<file path="src/rtl/seq_pkg.sv">
// Package: shared command codes and timing-profile type for the
// bank-interleave sequencer. Assumes at most 255 slots per loop.
package seq_pkg;
    localparam int TRC_W = 8;

    typedef enum logic [1:0] {
        CMD_DES = 2'b00,
        CMD_ACT = 2'b01,
        CMD_RDA = 2'b10
    } cmd_e;

    typedef struct packed {
        logic [TRC_W-1:0] trc;     // slots per loop
        logic [2:0]       period;  // slots per activate/read pair incl. gap
        logic [1:0]       al;      // posted additive latency
    } profile_t;
endpackage

</file>
<file path="src/rtl/grade_profile.sv">
// Module: grade_profile
// Decodes a speed-grade code into loop length, pair period and additive
// latency. Assumes the tail padding per grade (4, 4, 3 deselects) is tuned
// so that NUM_BANKS pairs plus padding equal tRC. Code 3 reuses grade 2.
module grade_profile #(
    parameter int NUM_BANKS = 4
) (
    input  logic [1:0]         grade_in,
    output seq_pkg::profile_t  prof
);
    import seq_pkg::*;

    // Purpose: select gap, tail and latency per grade, derive loop length.
    always_comb begin
        int gap;
        int tail;
        case (grade_in)
            2'd0:    begin gap = 0; tail = 4; prof.al = 2'd2; end
            2'd1:    begin gap = 1; tail = 4; prof.al = 2'd3; end
            default: begin gap = 2; tail = 3; prof.al = 2'd3; end
        endcase
        prof.period = 3'(gap + 2);
        prof.trc    = TRC_W'((gap + 2) * NUM_BANKS + tail);
    end
endmodule

</file>
<file path="src/rtl/loop_ctrl.sv">
// Module: loop_ctrl
// Runs the loop state: slot counter, position within the current pair,
// pair index, latched grade, pending stop and completed-loop counter.
// Assumes the profile input is decoded from cur_grade by the parent.
module loop_ctrl #(
    parameter int NUM_BANKS = 4,
    parameter int CNT_W     = 16,
    localparam int PAIR_W   = $clog2(NUM_BANKS + 1)
) (
    input  logic                      clk,
    input  logic                      rst_n,
    input  logic                      start,
    input  logic                      stop,
    input  logic [1:0]                grade_in,
    input  logic [seq_pkg::TRC_W-1:0] trc,
    input  logic [2:0]                period,
    output logic                      run,
    output logic                      last,
    output logic [2:0]                off,
    output logic [PAIR_W-1:0]         pair,
    output logic [1:0]                cur_grade,
    output logic [CNT_W-1:0]          loop_count
);
    import seq_pkg::*;

    logic [TRC_W-1:0] slot;
    logic             stop_pend;

    // Purpose: flag the final slot of the running loop.
    always_comb last = run && (slot == trc - 1'b1);

    // Purpose: advance slot/pair counters, handle start, stop and wrap.
    always_ff @(posedge clk) begin
        if (!rst_n) begin
            run        <= 1'b0;
            slot       <= '0;
            off        <= '0;
            pair       <= '0;
            cur_grade  <= '0;
            stop_pend  <= 1'b0;
            loop_count <= '0;
        end else if (!run) begin
            stop_pend <= 1'b0;
            if (start) begin
                run       <= 1'b1;
                slot      <= '0;
                off       <= '0;
                pair      <= '0;
                cur_grade <= grade_in;
            end
        end else if (last) begin
            loop_count <= loop_count + 1'b1;
            slot       <= '0;
            off        <= '0;
            pair       <= '0;
            stop_pend  <= 1'b0;
            if (stop_pend || stop) run <= 1'b0;
            else                   cur_grade <= grade_in;
        end else begin
            if (stop) stop_pend <= 1'b1;
            slot <= slot + 1'b1;
            if (off == period - 1'b1) begin
                off <= '0;
                if (pair != PAIR_W'(NUM_BANKS)) pair <= pair + 1'b1;
            end else begin
                off <= off + 1'b1;
            end
        end
    end
endmodule

</file>
<file path="src/rtl/cmd_gen.sv">
// Module: cmd_gen
// Turns loop position into a command code and bank index. Holds the bank
// output during deselect slots so address lines stay quiet. Assumes pair
// saturates at NUM_BANKS once the padding region is reached.
module cmd_gen #(
    parameter int NUM_BANKS = 4,
    localparam int BANK_W   = $clog2(NUM_BANKS),
    localparam int PAIR_W   = $clog2(NUM_BANKS + 1)
) (
    input  logic              clk,
    input  logic              rst_n,
    input  logic              run,
    input  logic [2:0]        off,
    input  logic [PAIR_W-1:0] pair,
    output seq_pkg::cmd_e     cmd,
    output logic [BANK_W-1:0] bank
);
    import seq_pkg::*;

    logic              in_pair;
    logic [BANK_W-1:0] bank_q;

    // Purpose: decode activate / read / deselect for this slot.
    always_comb begin
        in_pair = run && (pair < PAIR_W'(NUM_BANKS));
        if (in_pair && off == 3'd0)      cmd = CMD_ACT;
        else if (in_pair && off == 3'd1) cmd = CMD_RDA;
        else                             cmd = CMD_DES;
    end

    // Purpose: remember the last bank driven with a real command.
    always_ff @(posedge clk) begin
        if (!rst_n)              bank_q <= '0;
        else if (cmd != CMD_DES) bank_q <= pair[BANK_W-1:0];
    end

    // Purpose: drive the live bank on commands, the held bank otherwise.
    always_comb bank = (cmd != CMD_DES) ? pair[BANK_W-1:0] : bank_q;
endmodule

</file>
<file path="src/rtl/bank_interleave_seq.sv">
// Module: bank_interleave_seq (top)
// Repeating activate/read-with-auto-precharge stream across the banks with
// per-grade spacing so one loop spans tRC clocks. Assumes start, stop and
// grade are synchronous to clk.
module bank_interleave_seq #(
    parameter int NUM_BANKS = 4,
    parameter int CNT_W     = 16,
    localparam int BANK_W   = $clog2(NUM_BANKS),
    localparam int PAIR_W   = $clog2(NUM_BANKS + 1)
) (
    input  logic              clk,
    input  logic              rst_n,
    input  logic              start,
    input  logic              stop,
    input  logic [1:0]        grade,
    output logic [1:0]        cmd,
    output logic [BANK_W-1:0] bank,
    output logic              cmd_valid,
    output logic [1:0]        add_lat,
    output logic              idle,
    output logic              loop_done,
    output logic [CNT_W-1:0]  loop_count
);
    import seq_pkg::*;

    profile_t          prof;
    logic              run;
    logic [2:0]        off;
    logic [PAIR_W-1:0] pair;
    logic [1:0]        cur_grade;
    cmd_e              cmd_int;

    grade_profile #(.NUM_BANKS(NUM_BANKS)) u_prof (
        .grade_in (cur_grade),
        .prof     (prof)
    );

    loop_ctrl #(.NUM_BANKS(NUM_BANKS), .CNT_W(CNT_W)) u_ctrl (
        .clk        (clk),
        .rst_n      (rst_n),
        .start      (start),
        .stop       (stop),
        .grade_in   (grade),
        .trc        (prof.trc),
        .period     (prof.period),
        .run        (run),
        .last       (loop_done),
        .off        (off),
        .pair       (pair),
        .cur_grade  (cur_grade),
        .loop_count (loop_count)
    );

    cmd_gen #(.NUM_BANKS(NUM_BANKS)) u_cmd (
        .clk   (clk),
        .rst_n (rst_n),
        .run   (run),
        .off   (off),
        .pair  (pair),
        .cmd   (cmd_int),
        .bank  (bank)
    );

    // Purpose: expose command, status and latency of the running profile.
    always_comb begin
        cmd       = cmd_int;
        cmd_valid = run;
        idle      = !run;
        add_lat   = prof.al;
    end
endmodule

</file>
<file path="config.mk">
export PLATFORM = sky130hd
export DESIGN_NAME = bank_interleave_seq
export DESIGN_NICKNAME = d
export VERILOG_FILES = /design/src/rtl/seq_pkg.sv /design/src/rtl/grade_profile.sv /design/src/rtl/loop_ctrl.sv /design/src/rtl/cmd_gen.sv /design/src/rtl/bank_interleave_seq.sv
export SDC_FILE = /design/constraint.sdc
export NUM_CORES = 1
export LEC_CHECK = 0
export BUFFER_PORTS_ARGS = -buffer_cell sky130_fd_sc_hd__buf_2
export CELL_PAD_IN_SITES_DETAIL_PLACEMENT = 0
export CELL_PAD_IN_SITES_GLOBAL_PLACEMENT = 1
export CORE_MARGIN = 1
export CORE_UTILIZATION = 43
export CTS_CLUSTER_SIZE = 20
export DETAILED_ROUTE_END_ITERATION = 8
export PLACE_DENSITY_LB_ADDON = 0.1
export SYNTH_ARGS = -nofsm -noshare
export SYNTH_HDL_FRONTEND = slang
export SYNTH_SLANG_ARGS = --single-unit
export TNS_END_PERCENT = 30
</file>
<file path="constraint.sdc">
create_clock -name clk -period 3.1 [get_ports clk]
set_input_delay 0.31 -clock clk [delete_from_list [all_inputs] [get_ports clk]]
set_output_delay 0.31 -clock clk [all_outputs]
set_load 0.01 [all_outputs]
</file>
# Word-level counts from Yosys, hierarchy flattened
# Cells that the tools add are included.
# totals
reg_bits	36
memories	0
latch_bits	0
mem_bits_ro	0
wordCells	68
ramBits	0
inputBits	6
# classes
n_mux	25
n_eq_ne	9
bitwise	2
n_div	0
n_shift	0
addsub	8
n_mul	0
n_reduce_logical	15
n_lt_le_gt_ge	1
# op_table
cell	count
2-to-1 mux 3 bit	9
2-to-1 mux 8 bit	3
adder 16 x 1 -> 16 bit (second input constant)	1
2-to-1 mux 2 bit	7
!= test 3 bit (second input constant)	3
adder 8 x 1 -> 8 bit (second input constant)	1
adder 8 x 4 -> 8 bit	1
equality test 8 bit	1
subtractor 8 x 1 -> 8 bit (second input constant)	1
adder 3 x 1 -> 3 bit (second input constant)	2
AND reduction 3 bit	2
2-to-1 mux 1 bit	5
logical AND 1 bit	4
!= test 2 bit (second input constant)	2
one-hot mux 2 bit (2 select lines)	1
nonzero test 2 bit	2
adder 2 x 2 -> 3 bit (second input constant)	1
equality test 3 x 1 -> 1 bit (second input constant)	1
equality test 3 bit	1
zero test 3 bit	1
< comparator 3 bit (second input constant)	1
OR reduction 3 bit	1
subtractor 3 x 1 -> 3 bit (second input constant)	1
equality test 2 x 1 -> 1 bit (second input constant)	1
other kinds (6)	7

# Depth between registers and ports, before layout
# depth
word_depth	9
ltp_mapped	8

# Cells and area by module
# A second synthesis with hierarchy kept.
# unflattened
cells_unflattened	272
hier_area_um2	2189.6
# by_module_without_submodules
mod	cells_per_inst	seq_area_each_um2	area_each_um2	instances
loop_ctrl	243	680.7	1960.6	1
cmd_gen	13	40.0	133.9	1
grade_profile	15	0.0	91.3	1
bank_interleave_seq	1	0.0	3.8	1

# Least setup slack after synthesis
# OpenSTA, ideal clock, no wires.
# synth_timing
path_kind	reg-to-reg
startpoint	register u_ctrl.loop_count[3]
endpoint	register u_ctrl.loop_count[11]
arrival_time_ns	1.799
stages_incl_launch_ff	7
t_required_ns	3.029
setup_ns	0.071
slack_ns	1.230
n_path_buf	1
cell_sequence	dfxtp_1 and4_2 nand4_1 or2_1 clkbuf_1 or4_1 a21oi_1
# synth_between
elab_chain_cells	1
# synth_rtl
item	line	text
from (decl)	loop_ctrl.sv:22	output logic [CNT_W-1:0] loop_count
from (signal assigned)	loop_ctrl.sv:52	loop_count <= loop_count + 1'b1;
adder 16 x 1 -> 16 bit	loop_ctrl.sv:52	
# No other way between the ends.
# A chain may end at the register's enable or synchronous reset.

# Worst setup path in the final report
# layout_timing
startpoint	register u_ctrl.slot[2]
endpoint	output loop_done
# layout_between
elab_chain_cells	2
# layout_rtl
item	line	text
from (decl)	loop_ctrl.sv:26	logic [TRC_W-1:0] slot;
from (signal assigned)	loop_ctrl.sv:61	slot <= slot + 1'b1;
equality test 8 bit	loop_ctrl.sv:30	always_comb last = run && (slot == trc - 1'b1);
logical AND 1 bit	loop_ctrl.sv:30	
to (decl)	bank_interleave_seq.sv:21	output logic loop_done,
# No other way between the ends.

==> flow_metrics.tcl <==
set metrics [dict create \
    avgViaCountPerCell 5.71 \
    rrSetupSlack_ns 1.05 \
    fillers 426 \
    synth-main-ff-cell "dfxtp_1" \
    io_buffers 29 \
    path_cells "xor2_2 -> nor4_4 -> o211ai_2 -> inv_1 -> buf_2" \
    die-width_um 69.7 \
    hp-start "stop" \
    cap_violations 0 \
    setup_violations 0 \
    outcome "finished, final reports clean" \
    wl_per_cell_um 14.1 \
    final_util 0.501 \
    ys_seq_area_frac 0.366 \
    finalMaxSlewViolations 0 \
    power.net_switching_uw 232 \
    rsz0062_at_grt "false" \
    die_y_um 69.7 \
    worstPathArrival_ns 1.77 \
    clock_latency_ns 0.29 \
    track_usage 0.187 \
    path_buf_inv 2 \
    cts_resized 0 \
    reg2reg_from "u_ctrl.off[0]" \
    start_util 0.449 \
    grtUsageMet3 0.0494 \
    layout-drive-gt1-share 0.193 \
    diodes 0 \
    r2r_end "u_ctrl.pair[0]" \
    worst_slew_pin_slew_ns 0.804 \
    ys_async_sr_fraction 0 \
    io_pins 31 \
    worstPathMaxFanout 11 \
    die_area_um2 4850 \
    synth.most_common_cell "dfxtp_1" \
    ir_worst_vdd_v 0.000240 \
    holdPathStages 2 \
    criticalPathCategory "flop to output pin" \
    dpl.hpwl_mm 2.98 \
    power_density_nw_per_um2 419 \
    coreArea_um2 4380 \
    nets 261 \
    reg2reg_depth 5 \
    p_clk_frac 0.377 \
    grt.busiest_layer "met2" \
    rows 24 \
    use_met2 0.313 \
    total_leakage_power_uw 0.000826 \
    avgSynthCellArea_um2 8.91 \
    grt_max_degree 25 \
    cts_tree "built" \
    seqCellArea_um2 721 \
    h-tree-depth 2 \
    multiInputGateArea_um2 1110 \
    path_delay_family "flip-flops" \
    finalSetupTns_ns 0 \
    numCtsBuffers 5 \
    synth_edf_count 0 \
    yosysTopAreaCell "dfxtp_1" \
    clockBufferDepth 2 \
    finalHoldViolations 0 \
    clkTransAtPathRegs_ns 0.07 \
    hold_class "primary input to flop" \
    drc 0 \
    grt_overflow 0 \
    drt-total-wl_mm 4.26 \
    synth_commonest_cells "dfxtp_1 (36), nand2_1 (21), a21oi_1 (18)" \
    crit_path_start_kind "flop" \
    syn_to_final_growth_pct 11.5 \
    cts_setup_buffers 0 \
    skew_ns 0.00203 \
    cp_data_required_time_ns 2.79 \
    synth-seq-cells 36 \
    syn-num-nets 234 \
    grt_pass1_wl_mm 7.39 \
    min_period_over_period 0.670 \
    first_pass_iters 4 \
    clockRootBuffer "clkbuf_8" \
    cts.sinks 36 \
    syn_area_um2 1970 \
    met1_usage 0.236 \
    cp-end-kind "output pin" \
    min_delay_worst_endpoint "u_ctrl.stop_pend" \
    drtIter0Drc 50 \
    fmax_ghz 0.481 \
    synth_area_leaders "dfxtp_1 (37%), a21oi_1 (4.6%), ha_1 (4.5%)" \
    antenna_found_initial 0 \
    syn_inst 221 \
    grt_pass1_vias 1592 \
    netlist.area_leader.share 0.366 \
    pwr-share-comb 0.099 \
    place_congestion 0.795 \
    slowest_delay_ns 0.48 \
    cts_hold_buf 0 \
    intPower_uw 688 \
    crit_path_top_delay_cell "dfxtp_1" \
    power.share.sequential 0.524 \
    finalCriticalPeriod_ns 2.08 \
    vias 1719 \
    drtAntennaViolNets 0 \
    yosysUniqueCellTypes 50 \
    relSlewSlack 0.464 \
    switching_share 0.252 \
    yosysWarnings 0 \
]
## power by group through the flow
stage | sequential, µW | combinational (µW) | clock (µW)
after detailed placement | 492 | 91.2 | 0
after floorplan | 490 | 67.5 | 0
final | 482 | 91.2 | 347
after CTS | 481 | 91.8 | 360
after global placement | 492 | 92.3 | 0
after global routing | 483 | 101 | 376
## sequential cells by signal, indices dropped and copies added, names as in the netlist
| name | cells |
|---|---|
| u_ctrl.stop_pend | 1 |
| u_ctrl.run | 1 |
| u_ctrl.off | 3 |
| u_ctrl.pair | 3 |
| u_ctrl.loop_count | 16 |
| u_cmd.bank_q | 2 |
| u_ctrl.slot | 8 |
| u_ctrl.cur_grade | 2 |
## cells in the final DEF, fill, tap and decap left out, types with 3 or more instances in the layout
cell,netlist,routed
nand2_1,21,21
nor3_1,3,3
a32o_1,3,3
nand3_1,11,11
o21a_1,3,3
o2111ai_1,3,3
clkbuf_8,3,6
nor2_1,10,10
a21oi_1,18,18
or4_1,6,6
nand4b_1,4,4
mux2i_1,3,3
o31ai_1,7,7
xnor2_1,3,3
o21ai_0,6,6
buf_2,2,29
ha_1,7,7
nand4_1,3,3
and2_1,6,6
a31oi_1,9,9
inv_1,10,10
dfxtp_1,36,36
or3_1,9,9
buf_4,1,3
## stage by stage
step | cell area [µm²] | setup WS [ns] | instances | total power (µW) | hold slack [ns]
final | 2190 | 1.02 | 301 | 920 | 0.228
after global routing | 2190 | 0.863 | 301 | 960 | 0.231
after CTS | 2190 | 1.01 | 301 | 933 | 0.222
after detailed placement | 2100 | 1.06 | 293 | 584 | 0.459
after global placement | 2100 | 1.10 | 293 | 584 | 0.450
after floorplan | 1970 | 1.23 | 221 | 558 | 0.420
## layer usage
metal | vias up | part of all wire
met5 | - | 0
met4 | 0 | 0.012
met3 | 6 | 0.032
met2 | 27 | 0.47
met1 | 805 | 0.49
li1 | 881 | -
## kinds of logic (layout without fill, tap and decap cells)
| kind of cell | Yosys count | in the layout | share of synthesized area |
|---|---|---|---|
| other | 1 | 1 | 0.00191 |
| adders and majority gates | 7 | 7 | 0.0445 |
| AOI/OAI and AO/OA | 58 | 58 | 0.200 |
| buffers and inverters | 22 | 50 | 0.0680 |
| xor gates and xnor gates | 5 | 5 | 0.0261 |
| muxes | 5 | 5 | 0.0267 |
| and+or+nand+nor | 87 | 87 | 0.267 |
| DFF | 36 | 36 | 0.366 |
## layout make-up
type	instances	area share
multi-input cells	163	0.507
inverters	10	0.0171
repair buffers	32	0.0764
well taps	52	0.0296
clock buffers	8	0.0410
flip-flops and latches	36	0.328
## worst max-delay path by stage
stage | start | end | cells after the start
after global placement | u_ctrl.slot[2] | u_ctrl.loop_count[9] | 5
after global routing | u_ctrl.slot[2] | loop_done | 5
after detailed placement | u_ctrl.off[0] | u_ctrl.pair[0] | 5
after CTS | u_ctrl.slot[2] | loop_done | 5
after floorplan | u_ctrl.loop_count[3] | u_ctrl.loop_count[11] | 6
final | u_ctrl.slot[2] | loop_done | 5
Power figures use the tool's default switching activity.
